## config.mk

```make
export PLATFORM = sky130hd
export DESIGN_NAME = trig_seq_engine
export DESIGN_NICKNAME = d
export VERILOG_FILES = /design/src/rtl/trig_seq_pkg.sv /design/src/rtl/trig_seq_cfg.sv /design/src/rtl/trig_seq_evsel.sv /design/src/rtl/trig_seq_counter.sv /design/src/rtl/trig_seq_engine.sv
export SDC_FILE = /design/constraint.sdc
export NUM_CORES = 1
export LEC_CHECK = 0
export CAP_MARGIN = 20
export CELL_PAD_IN_SITES_DETAIL_PLACEMENT = 0
export CELL_PAD_IN_SITES_GLOBAL_PLACEMENT = 1
export CORE_MARGIN = 1.5
export CORE_UTILIZATION = 49
export DETAILED_ROUTE_END_ITERATION = 10
export PLACE_DENSITY = 0.91
export RECOVER_POWER = 100
export SYNTH_ARGS = -nofsm -noshare
export SYNTH_HDL_FRONTEND = slang
export SYNTH_SLANG_ARGS = --single-unit
```

## constraint.sdc

```tcl
create_clock -name clk -period 3.2 [get_ports clk]
set_input_delay 0.64 -clock clk [delete_from_list [all_inputs] [get_ports clk]]
set_output_delay 0.64 -clock clk [all_outputs]
set_load 0.005 [all_outputs]
```

## src/rtl/trig_seq_pkg.sv

```systemverilog
package trig_seq_pkg;
   localparam int STATE_W = 2;
   localparam int NFLAG   = 4;
   localparam int CODE_W  = 2;
   localparam int IDX_W   = STATE_W + CODE_W;
   localparam int DEPTH   = 1 << IDX_W;
   localparam int ENTRY_W = STATE_W + NFLAG + 2;

   typedef struct packed {
      logic [STATE_W-1:0] nxt;
      logic [NFLAG-1:0]   mask;
      logic               fire;
      logic               count;
   } seq_entry_t;

   typedef enum logic [1:0] {
      PH_ARMED = 2'd0,
      PH_DELAY = 2'd1,
      PH_HALT  = 2'd2
   } phase_e;
endpackage

```

## src/rtl/trig_seq_cfg.sv

```systemverilog
module trig_seq_cfg
   import trig_seq_pkg::*;
#(
   parameter int CNT_W  = 16,
   parameter int ADDR_W = 5
) (
   input  logic               clk,
   input  logic               rst,
   input  logic               wr_en,
   input  logic [ADDR_W-1:0]  wr_addr,
   input  logic [7:0]         wr_data,
   input  logic [IDX_W-1:0]   rd_idx,
   output seq_entry_t         rd_entry,
   output logic [CNT_W-1:0]   evt_preload,
   output logic [CNT_W-1:0]   dly_preload
);
   localparam int NB       = CNT_W / 8;
   localparam int EVT_BASE = DEPTH;
   localparam int DLY_BASE = DEPTH + NB;

   logic [ENTRY_W-1:0] tbl_q [DEPTH];
   logic [7:0]         evt_q [NB];
   logic [7:0]         dly_q [NB];

   generate
      if (ENTRY_W != 8) begin : g_bad_entry
         $error("table entry must be one byte wide");
      end
      if ((1 << ADDR_W) < DLY_BASE + NB) begin : g_bad_addr
         $error("address width too small for register map");
      end

      for (genvar i = 0; i < DEPTH; i++) begin : g_tbl
         localparam logic [ADDR_W-1:0] MY_ADDR = ADDR_W'(i);
         always_ff @(posedge clk) begin
            if (rst)
               tbl_q[i] <= '0;
            else if (wr_en && wr_addr == MY_ADDR)
               tbl_q[i] <= wr_data;
         end
      end

      for (genvar j = 0; j < NB; j++) begin : g_pre
         localparam logic [ADDR_W-1:0] EVT_ADDR = ADDR_W'(EVT_BASE + j);
         localparam logic [ADDR_W-1:0] DLY_ADDR = ADDR_W'(DLY_BASE + j);
         always_ff @(posedge clk) begin
            if (rst) begin
               evt_q[j] <= '0;
               dly_q[j] <= '0;
            end else if (wr_en) begin
               if (wr_addr == EVT_ADDR) evt_q[j] <= wr_data;
               if (wr_addr == DLY_ADDR) dly_q[j] <= wr_data;
            end
         end
         assign evt_preload[8*j +: 8] = evt_q[j];
         assign dly_preload[8*j +: 8] = dly_q[j];
      end
   endgenerate

   assign rd_entry = seq_entry_t'(tbl_q[rd_idx]);
endmodule

```

## src/rtl/trig_seq_evsel.sv

```systemverilog
module trig_seq_evsel
   import trig_seq_pkg::*;
#(
   parameter bit HAS_QUAL = 1'b1
) (
   input  logic              match_a,
   input  logic              match_b,
   input  logic              match_c,
   input  logic              glitch,
   input  logic              qual_in,
   input  logic              qual_en,
   input  logic              qual_pol,
   output logic              hit,
   output logic [CODE_W-1:0] code
);
   logic qual_ok;
   logic any_raw;

   generate
      if (HAS_QUAL) begin : g_qual
         assign qual_ok = !qual_en || (qual_in ^ qual_pol);
      end else begin : g_noqual
         logic unused_q;
         assign unused_q = qual_in ^ qual_en ^ qual_pol;
         assign qual_ok  = 1'b1;
      end
   endgenerate

   assign any_raw = match_a | match_b | match_c | glitch;
   assign hit     = any_raw & qual_ok;

   always_comb begin
      if (match_a)      code = 2'd1;
      else if (match_b) code = 2'd2;
      else if (match_c) code = 2'd3;
      else              code = 2'd0;
   end
endmodule

```

## src/rtl/trig_seq_counter.sv

```systemverilog
module trig_seq_counter #(
   parameter int CNT_W = 16
) (
   input  logic             clk,
   input  logic             rst,
   input  logic             ld_evt,
   input  logic             ld_dly,
   input  logic             dec,
   input  logic [CNT_W-1:0] evt_val,
   input  logic [CNT_W-1:0] dly_val,
   output logic [CNT_W-1:0] cnt,
   output logic             le_one,
   output logic             zero
);
   localparam logic [CNT_W-1:0] ONE = CNT_W'(1);

   always_ff @(posedge clk) begin
      if (rst)
         cnt <= '0;
      else if (ld_evt)
         cnt <= evt_val;
      else if (ld_dly)
         cnt <= dly_val;
      else if (dec && cnt != '0)
         cnt <= cnt - ONE;
   end

   assign zero   = (cnt == '0);
   assign le_one = (cnt <= ONE);
endmodule

```

## src/rtl/trig_seq_engine.sv

```systemverilog
module trig_seq_engine
   import trig_seq_pkg::*;
#(
   parameter int CNT_W    = 16,
   parameter bit HAS_QUAL = 1'b1,
   parameter int ADDR_W   = 5
) (
   input  logic               clk,
   input  logic               rst,
   input  logic               rearm,
   input  logic               wr_en,
   input  logic [ADDR_W-1:0]  wr_addr,
   input  logic [7:0]         wr_data,
   input  logic               match_a,
   input  logic               match_b,
   input  logic               match_c,
   input  logic               glitch,
   input  logic               qual_in,
   input  logic               qual_en,
   input  logic               qual_pol,
   output logic               trig_out,
   output logic               done_pulse,
   output logic [NFLAG-1:0]   flags,
   output logic [STATE_W-1:0] seq_state,
   output logic [CNT_W-1:0]   cnt_value
);
   generate
      if (CNT_W < 8 || (CNT_W % 8) != 0) begin : g_bad_cnt
         $error("CNT_W must be a nonzero multiple of 8");
      end
   endgenerate

   phase_e             phase_q;
   seq_entry_t         entry;
   logic [CNT_W-1:0]   evt_pre, dly_pre;
   logic               hit;
   logic [CODE_W-1:0]  code;
   logic [IDX_W-1:0]   idx;
   logic               armed, fire, dec, cnt_le1, cnt_zero;

   assign idx = {seq_state, code};

   trig_seq_cfg #(.CNT_W(CNT_W), .ADDR_W(ADDR_W)) u_cfg (
      .clk        (clk),
      .rst        (rst),
      .wr_en      (wr_en),
      .wr_addr    (wr_addr),
      .wr_data    (wr_data),
      .rd_idx     (idx),
      .rd_entry   (entry),
      .evt_preload(evt_pre),
      .dly_preload(dly_pre)
   );

   trig_seq_evsel #(.HAS_QUAL(HAS_QUAL)) u_evsel (
      .match_a (match_a),
      .match_b (match_b),
      .match_c (match_c),
      .glitch  (glitch),
      .qual_in (qual_in),
      .qual_en (qual_en),
      .qual_pol(qual_pol),
      .hit     (hit),
      .code    (code)
   );

   always_comb begin
      armed = (phase_q == PH_ARMED) && hit && !rearm;
      fire  = armed && (entry.fire || (entry.count && cnt_le1));
      dec   = !rearm &&
              ((armed && entry.count && !fire) ||
               (phase_q == PH_DELAY && !cnt_zero));
   end

   trig_seq_counter #(.CNT_W(CNT_W)) u_cnt (
      .clk    (clk),
      .rst    (rst),
      .ld_evt (rearm),
      .ld_dly (fire),
      .dec    (dec),
      .evt_val(evt_pre),
      .dly_val(dly_pre),
      .cnt    (cnt_value),
      .le_one (cnt_le1),
      .zero   (cnt_zero)
   );

   always_ff @(posedge clk) begin
      if (rst || rearm) begin
         phase_q    <= PH_ARMED;
         seq_state  <= '0;
         flags      <= '0;
         trig_out   <= 1'b0;
         done_pulse <= 1'b0;
      end else begin
         done_pulse <= 1'b0;
         unique case (phase_q)
            PH_ARMED: begin
               if (armed) begin
                  seq_state <= entry.nxt;
                  flags     <= flags | entry.mask;
               end
               if (fire) begin
                  trig_out <= 1'b1;
                  phase_q  <= PH_DELAY;
               end
            end
            PH_DELAY: begin
               if (cnt_zero) begin
                  done_pulse <= 1'b1;
                  phase_q    <= PH_HALT;
               end
            end
            default: phase_q <= PH_HALT;
         endcase
      end
   end
endmodule

```

Word level (Yosys, flattened, before mapping). Memory sizes are Yosys's and may differ from the RTL's. Index checks and enable logic that the tools add are counted.

Register bits: 26. RAM bits: 160. Bits of input ports: 24. Output and inout bits: 24. Word-level logic and storage cells: 198. Memories kept: 3.

$add $sub $neg: 1. $lt $le $gt $ge: 1. Eq/ne operators: 22. Mux-type cells: 96. Bitwise operators: 27. Reductions and logical operators: 42.

Memory list: u_cfg.tbl_q (depth 16, width 8, rd ports 1, clocked after memory_dff 0, wr ports 16, RTL line trig_seq_cfg.sv:21) `logic [ENTRY_W-1:0] tbl_q [DEPTH];`; u_cfg.dly_q (depth 2, width 8, rd ports 2, clocked after memory_dff 0, wr ports 2, RTL line trig_seq_cfg.sv:23) `logic [7:0] dly_q [NB];`; u_cfg.evt_q (depth 2, width 8, rd ports 2, clocked after memory_dff 0, wr ports 2, RTL line trig_seq_cfg.sv:22) `logic [7:0] evt_q [NB];`.

Operators with widths (count): 8-bit 2-to-1 mux (20); 1-bit 2-to-1 mux (67); 16-bit 2-to-1 mux (3); 5-bit by 4-bit == test with 1-bit output (second input constant) (8); 1-bit logical AND (25); 1-bit OR (23); 5-bit by 3-bit == test with 1-bit output (second input constant) (4); 5-bit == test (second input constant) (4); 16-bit by 1-bit less-or-equal comparator with 1-bit output (second input constant) (1); 16-bit zero test (1); 16-bit nonzero test (1); 16-bit by 1-bit subtractor with 16-bit output (second input constant) (1); 5-bit by 2-bit == test with 1-bit output (second input constant) (2); 2-bit 2-to-1 mux (5); 2-bit AND reduction (3); 5-bit by 1-bit == test with 1-bit output (second input constant) (1); 5-bit zero test (1); 1-bit zero test (4); 1-bit logical OR (4); 2-bit inequality test (second input constant) (2); 4-bit OR (1); 2-bit one-hot mux with 2 select lines (1); 3-bit nonzero test (1); 2-bit by 1-bit == test with 1-bit output (second input constant) (1); other kinds (5) (5).

Logic depth before layout (Yosys ltp). Gate-level depths: netlist of the first run.

Word-level depth: 15. Depth in mapped cells: 11. Gate-level depth less buffers: 9.

Modules after synthesis. A second synthesis of the first run with hierarchy kept.

Cells, all modules: 687. Area total of the unflattened synthesis: 8717.1 um^2.

Modules (own cells, without submodules): trig_seq_cfg (instances 1, cells each 485, area an instance 7068.0 um^2, seq. area each 4804.6 um^2); trig_seq_counter (instances 1, cells each 157, area an instance 1222.4 um^2, seq. area each 320.3 um^2); trig_seq_engine (instances 1, cells each 38, area an instance 380.4 um^2, seq. area each 200.2 um^2); trig_seq_evsel (instances 1, cells each 7, area an instance 46.3 um^2, seq. area each 0.0 um^2).

Worst setup path before layout of the first run. Ideal clock, no wire load.

Path type: input-to-reg. Start: input match_b. End: register u_cnt.cnt[4]. Library setup time: 0.129 ns. Data arrival time: 2.494 ns. Required time: 3.071 ns. Setup slack: 0.577 ns. Cell stages on the path: 9. Path buffers: 2. Path through: or2b_1 mux4_2 a2111oi_2 a311o_2 o21a_4 buf_6 buf_12 mux2i_1 a21oi_1.

Cells in the longest elaborated chain, start to end: 13. Elaborated cells on any way between the ends: 21. Those cells by class: mux: 4; bitwise: 4; reduce/logical: 12; memory: 1.

Ends and longest elaborated chain: start, declared (RTL line trig_seq_engine.sv:15) `input logic match_b,`; branches (longest 13 deep; another with memory 16 x 8 bit); end signal, assigned (RTL line trig_seq_counter.sv:21) `cnt <= evt_val;`; end signal, assigned (RTL line trig_seq_counter.sv:23) `cnt <= dly_val;`; end signal, assigned (RTL line trig_seq_counter.sv:25) `cnt <= cnt - ONE;`; end, declared (RTL line trig_seq_counter.sv:11) `output logic [CNT_W-1:0] cnt,`.

Several ways; the timed one is not identified. A chain may end at the register's enable or synchronous reset.

==> results of run 1 <==
==> routing by layer <==
metal,part of all wire,GRT usage
met1,0.43,0.3402
met2,0.48,0.3933
met3,0.067,0.04047
met4,0.020,0.09028
met5,0,0
==> final cells by class <==
class / instances / area, µm²
Multi-Input combinational cell: 533 / 3303
Clock buffer: 21 / 440.4
Sequential cell: 186 / 5325
Timing Repair Buffer: 95 / 799.5
Inverter: 12 / 45.04
Fill cell: 1483 / 7555
Clock inverter: 11 / 147.6
Tap cell: 229 / 286.5
==> critical path: cells and delay by family <==
family / cells / cell delay [ps]
buf+inv: 3 / 1200
simple gates: 2 / 390
compound gates: 1 / 800
==> layout by cell type (no fill, tap or decap), types with 5 or more instances in the layout <==
| master | instances |
|---|---|
| clkbuf_16 | 17 |
| a21oi_1 | 16 |
| buf_4 | 31 |
| clkbuf_1 | 17 |
| nor3_1 | 7 |
| and3_1 | 12 |
| xor2_1 | 8 |
| a31oi_1 | 6 |
| dfxtp_1 | 26 |
| o31ai_1 | 5 |
| inv_1 | 10 |
| mux2i_1 | 21 |
| dlygate4sd3_1 | 24 |
| a41oi_1 | 11 |
| o21ai_0 | 44 |
| clkdlybuf4s50_1 | 22 |
| o221ai_1 | 6 |
| nor2_1 | 54 |
| nand2b_1 | 6 |
| nand2_1 | 55 |
| o22ai_1 | 24 |
| edfxtp_1 | 160 |
| and2_1 | 57 |
| nand3_1 | 12 |
| o211ai_1 | 10 |
| and2_0 | 104 |
==> sequential cells by signal (all words and copies together) (netlist names) <==
signal	count
phase_q	2
done_pulse	1
u_cnt.cnt	16
trig_out	1
flags	4
u_cfg.evt_q	16
u_cfg.dly_q	16
u_cfg.tbl_q	128
seq_state	2
==> power by group <==
part / total [µW] / switching [µW] / internal, µW
sequential: 2850 / 77.0 / 2770
combinational: 672 / 393 / 279
clock: 2120 / 888 / 1230
total: 5640 / 1360 / 4280
==> worst paths after layout <==
| path | from | end | slack, ps |
|---|---|---|---|
| max | wr_en | u_cfg.tbl_q[13][5] | 280 |
| min | trig_out | trig_out | 450 |
| max reg2reg | seq_state[0] | u_cnt.cnt[0] | 400 |
| min reg2reg | trig_out | trig_out | 450 |
==> logic make-up (layout without fill, tap and decap cells) <==
family | Yosys count | in the layout | synth area share
AOI/OAI and AO/OA | 161 | 161 | 0.1234
xor gates and xnor gates | 12 | 12 | 0.01180
adders and majority gates | 2 | 2 | 0.002808
buffers and inverters | 64 | 139 | 0.03160
DFF | 186 | 186 | 0.5977
muxes | 25 | 25 | 0.02991
and+or+nand+nor | 333 | 333 | 0.2028
==> through the flow <==
step	TNS, ps	worst slack [ps]	total power [µW]	area [µm²]	cells
floorplan	0	577.0	3284	8910	783
detailed placement	-524.5	-63.27	3579	9793	1053
CTS	0	407.1	5670	10380	1085
finish	0	276.7	5639	10350	1087
global route	0	126.3	5838	10350	1087
global placement	0	8.688	3566	9788	1052
==> results.sh, run 1 <==
export IMPL_status="completed"
export IMPL_path_common_cell="clkbuf_1"
export IMPL_h_tree_depth=4
export IMPL_start_kind="input pin"
export IMPL_slew_viol_final=0
export IMPL_rsz0062_at_grt="false"
export IMPL_synth_distinct_cells=67
export IMPL_fmax_mhz=342.1
export IMPL_syn_nets=809
export IMPL_die_h_um=137.8
export IMPL_clock_sinks=186
export IMPL_finalSetupViolations=0
export IMPL_rows=49
export IMPL_cts_root_buffer="clkbuf_16"
export IMPL_routed_wl_mm=21.89
export IMPL_critical_path_class="input pin to register"
export IMPL_async_flop_share=0
export IMPL_arrival_ps=3040
export IMPL_avgSynthCellArea_um2=11.38
export IMPL_netlist_top_cell_by_area="edfxtp_1"
export IMPL_maxCapViolCount=0
export IMPL_drt_iter0_drc=600
export IMPL_path_cells="dlygate4sd3_1 > nor3b_1 > clkbuf_1 > nand2_1 > o21ai_0 > clkbuf_1"
export IMPL_pin_count=48
export IMPL_drive_above_1_share=0.09091
export IMPL_via_per_inst=5.887
export IMPL_max_slew_margin=0.3539
export IMPL_grt_max_degree=54
export IMPL_end_kind="register"
export IMPL_finish_utilization=0.5780
export IMPL_grtUsageTotal=0.2463
export IMPL_hold_viol_final=0
export IMPL_leakagePower_uw=0.003679
export IMPL_grt_overflow_total=0
export IMPL_place_hpwl_mm=15.10
export IMPL_yosysMostFrequentCell="and2_1"
export IMPL_cts_tree="built"
export IMPL_antenna_found_initial=0
export IMPL_hp_class="register to register"
export IMPL_vias=6399
export IMPL_routedWlPerCell_um=20.14
export IMPL_yosysTopAreaCellShare=0.5393
export IMPL_worstMarginPinSlew_ps=959.1
export IMPL_synth_seq_cells=186
export IMPL_port_buffers=47
export IMPL_max_stage_delay_ps=800
export IMPL_worstRegToRegCells=8
export IMPL_cts_clk_slew_worst_paths_ps=70
export IMPL_holdWs_ps=453.3
export IMPL_cts_resized=0
export IMPL_critPathRequiredTime_ps=3320
export IMPL_period_minus_slack_ps=2923
export IMPL_clock_path_buffers=2
export IMPL_numCtsBuffers=17
export IMPL_period_share=0.9135
export IMPL_antenna_left=0
export IMPL_ctsHoldBuffers=0
export IMPL_yosys_warnings=0
export IMPL_die_area_mm2=0.01900
export IMPL_grt_pass1_wl_mm=34.32
export IMPL_antennaDiodeCount=0
export IMPL_min_path_cells=2
export IMPL_dr_pass1_iters=5
export IMPL_vdd_drop_max_mv=0.4294
export IMPL_critPathMaxFanout=6
export IMPL_cp_slowest_cell="o21ai_0"
export IMPL_start_util=0.4977
export IMPL_place_gp_congestion=0.9593
export IMPL_yosys_top_cells_count="161 x and2_1, 160 x edfxtp_1, 55 x nand2_1"
export IMPL_netlist_area_mm2=0.008910
export IMPL_synthFlopType="edfxtp_1"
export IMPL_die_width_um=137.8
export IMPL_synthTopCellsByArea="edfxtp_1 54%, and2_1 11%, dfxtp_1 5.8%"
export IMPL_post_synth_inst_count=783
export IMPL_cellPowerDensity_mw_per_mm2=545.0
export IMPL_yosysSeqAreaShare=0.5977
export IMPL_nNetsFinal=871
export IMPL_drc=0
export IMPL_cts_setup_buffers=0
export IMPL_clkLatencyLatePin_ps=430
export IMPL_synth_edff_count=160
export IMPL_grt_pass1_vias=6155
export IMPL_syn2layout_area_growth_pct=16.14
export IMPL_skew_ps=10.18
export IMPL_coreArea_mm2=0.01790
Note: power is estimated with default switching activity, not from simulation.
==> run 2: changes to the inputs <==
--- a/config.mk
+++ b/config.mk
@@ -5,11 +5,12 @@
 export SDC_FILE = /design/constraint.sdc
 export NUM_CORES = 1
 export LEC_CHECK = 0
+export ABC_AREA = 1
 export CAP_MARGIN = 20
 export CELL_PAD_IN_SITES_DETAIL_PLACEMENT = 0
 export CELL_PAD_IN_SITES_GLOBAL_PLACEMENT = 1
 export CORE_MARGIN = 1.5
-export CORE_UTILIZATION = 49
+export CORE_UTILIZATION = 47
 export DETAILED_ROUTE_END_ITERATION = 10
 export PLACE_DENSITY = 0.91
 export RECOVER_POWER = 100
==> run 2 against run 1 <==
Combinational power increased by 16%. Clock power hardly changed. Sequential power hardly changed. Worst setup slack gained 110 ps. Global-route usage is 0.36 points lower. Critical path depth up 11. Sequential cell count is the same. Largest cell class unchanged. Die area increased by 4.6%.
==> results.sh, run 2 <==
export IMPL_status="completed"
export IMPL_routed_wl_mm=23.15
export IMPL_fmax_mhz=355.2
export IMPL_dr_pass1_iters=6
export IMPL_grt_max_degree=53
export IMPL_yosysTopAreaCellShare=0.5369
export IMPL_rsz0062_at_grt="false"
export IMPL_drive_above_1_share=0.07436
export IMPL_netlist_area_mm2=0.008949
export IMPL_post_synth_inst_count=970
export IMPL_rrSetupSlack_ps=800
export IMPL_r2r_end="u_cnt.cnt[5]"
export IMPL_h_tree_depth=4
export IMPL_worstRegToRegCells=12
export IMPL_routedWlPerCell_um=18.43
export IMPL_avgSynthCellArea_um2=9.225
export IMPL_cts_tree="built"
export IMPL_drc=0
export IMPL_max_slew_margin=0.3465
export IMPL_pin_count=48
export IMPL_slew_viol_final=0
export IMPL_synthFlopType="edfxtp_1"
export IMPL_synth_edff_count=160
export IMPL_r2r_start="u_cnt.cnt[0]"
export IMPL_critical_path_class="input pin to register"
export IMPL_critPathMaxFanout=28
export IMPL_port_buffers=47
export IMPL_largest_reg_flops=128
export IMPL_drt_iter0_drc=727
export IMPL_hold_viol_final=0
export IMPL_async_flop_share=0
export IMPL_worstHoldStart="phase_q[1]"
export IMPL_numCtsBuffers=17
export IMPL_min_to="done_pulse"
export IMPL_netlist_top_cell_by_area="edfxtp_1"
export IMPL_setup_tns_final_ps=0
export IMPL_synthTopCellsByArea="edfxtp_1 54%, nor2_1 9.9%, nand2_1 7.5%"
export IMPL_place_gp_congestion=0.8209
export IMPL_yosys_top_cells_count="235 x nor2_1, 178 x nand2_1, 160 x edfxtp_1"
export IMPL_hp_class="register to register"
export IMPL_cts_resized=0
export IMPL_place_hpwl_mm=15.18
export IMPL_syn2layout_area_growth_pct=14.16
export IMPL_synth_seq_cells=186
export IMPL_vdd_drop_max_mv=0.2912
export IMPL_period_minus_slack_ps=2815
export IMPL_most_common_layout_cells="235 x nor2_1, 178 x nand2_1, 160 x edfxtp_1"
export IMPL_cts_root_buffer="clkbuf_16"
export IMPL_synth_distinct_cells=38
export IMPL_via_per_inst=5.583
export IMPL_die_width_um=141.0
export IMPL_leakagePower_uw=0.004103
export IMPL_start_kind="input pin"
export IMPL_finalSetupViolations=0
export IMPL_yosys_warnings=0
export IMPL_grt_overflow_total=0
export IMPL_die_h_um=141.0
export IMPL_critPathRequiredTime_ps=3550
export IMPL_antenna_found_initial=0
export IMPL_coreArea_mm2=0.01871
export IMPL_syn_nets=996
export IMPL_finish_utilization=0.5462
export IMPL_nNetsFinal=1035
export IMPL_antennaDiodeCount=0
export IMPL_skew_ps=10.78
export IMPL_die_area_mm2=0.01988
export IMPL_clock_path_buffers=2
export IMPL_ctsHoldBuffers=0
export IMPL_grt_pass1_wl_mm=36.40
export IMPL_start_util=0.4784
export IMPL_cts_clk_slew_worst_paths_ps=70
export IMPL_cts_setup_buffers=0
export IMPL_maxCapViolCount=0
export IMPL_grtUsageTotal=0.2427
export IMPL_yosysMostFrequentCell="nor2_1"
export IMPL_antenna_left=0
export IMPL_yosysSeqAreaShare=0.5951
export IMPL_grt_pass1_vias=6654
export IMPL_period_share=0.8797
export IMPL_arrival_ps=3160
export IMPL_vias=7012
export IMPL_largest_register="u_cfg.tbl_q"
export IMPL_rows=50
export IMPL_final_common_cell="nor2_1"
export IMPL_end_kind="register"
export IMPL_clkLatencyLatePin_ps=440
export IMPL_clock_sinks=186
export IMPL_worstMarginPinSlew_ps=979.1
export IMPL_cellPowerDensity_mw_per_mm2=562.9
export IMPL_min_path_cells=1
-- run 2: changes by cell type after synthesis, sizes merged, moves of 6 or more --
cell,previous run,this run
nor2,54,237
and2,161,1
nand2,55,184
nand3,12,99
inv,10,85
o21ai,46,15
mux2i,21,0
o2111ai,2,16
and3,12,0
a41oi,11,0
a21oi,16,25
a31oi,6,0
nand2b,6,0
-- run 2: how the worst max path moves through the flow --
stage,from,to,slack [ps],cells after the start
floorplan,match_a,u_cnt.cnt[11],1180,14
global placement,match_b,u_cnt.cnt[7],130,17
detailed placement,match_b,u_cnt.cnt[7],100,17
CTS,match_b,u_cnt.cnt[7],560,17
global route,match_b,u_cnt.cnt[7],160,17
finish,match_b,u_cnt.cnt[7],380,17
-- run 2: logic make-up (layout without fill, tap and decap cells) --
| family | count (synthesis) | in the layout | synth area share |
|---|---|---|---|
| AOI/OAI and AO/OA | 88 | 88 | 0.06516 |
| adders and majority gates | 2 | 2 | 0.002796 |
| buffers and inverters | 138 | 190 | 0.06432 |
| DFF | 186 | 186 | 0.5951 |
| xor gates and xnor gates | 10 | 10 | 0.009788 |
| and+or+nand+nor | 546 | 546 | 0.2629 |
-- run 2: per-stage QoR --
stage | power [µW] | area [µm²] | instances | worst slack [ps] | hold WS, ps
5_1_grt | 5952 | 10220 | 1256 | 156.4 | 459.0
2_1_floorplan | 3392 | 8949 | 970 | 1176 | 396.7
3_3_place_gp | 3670 | 9676 | 1224 | 125.6 | 409.2
6_report | 5750 | 10220 | 1256 | 384.9 | 421.6
3_5_place_dp | 3678 | 9676 | 1224 | 99.18 | 415.2
4_1_cts | 5767 | 10260 | 1256 | 562.3 | 424.7
-- run 2: layout make-up --
class | count | area [µm²]
Fill cell | 1655 | 8489
Sequential cell | 186 | 5325
Timing Repair Buffer | 73 | 656.9
Multi-Input combinational cell | 646 | 3039
Clock inverter | 12 | 146.4
Clock buffer | 20 | 436.7
Inverter | 85 | 319.1
Tap cell | 234 | 292.8
-- run 2: critical path, stage by stage --
cell and delay [ps]:
clkdlybuf4s50_1 560, inv_2 50, nand2_2 80, buf_4 350, nand3_1 140, nand3_1 120, nand3_1 110, nand3_1 130
nand2_2 100, nand2_4 160, nand2_2 230, inv_1 180, nand2_1 60, nand3_1 70, nand2_1 50, nand2_1 60
inv_1 30
-- run 2: power breakdown --
group          internal, µW  switching [µW]  total (µW)
logic                   269             509         778
registers              2770            70.0        2840
clock network          1230             901        2130
total                  4270            1480        5750
-- run 2: routing by layer --
layer  share of wire  up-vias  track usage  wire length, µm
met2            0.47      319       0.3788            10810
met5               0        -            0                0
met3           0.084       41      0.04620             1941
li1                -     3327            -                -
met1            0.43     3325       0.3381             9900
met4           0.022        0      0.09265              502
==> run 3: changes to the inputs <==
--- a/config.mk
+++ b/config.mk
@@ -17,3 +17,4 @@
 export SYNTH_ARGS = -nofsm -noshare
 export SYNTH_HDL_FRONTEND = slang
 export SYNTH_SLANG_ARGS = --single-unit
+export TNS_END_PERCENT = 100
==> results of run 3 <==
Final layout, timing and power as in run 2 (identical DEF).
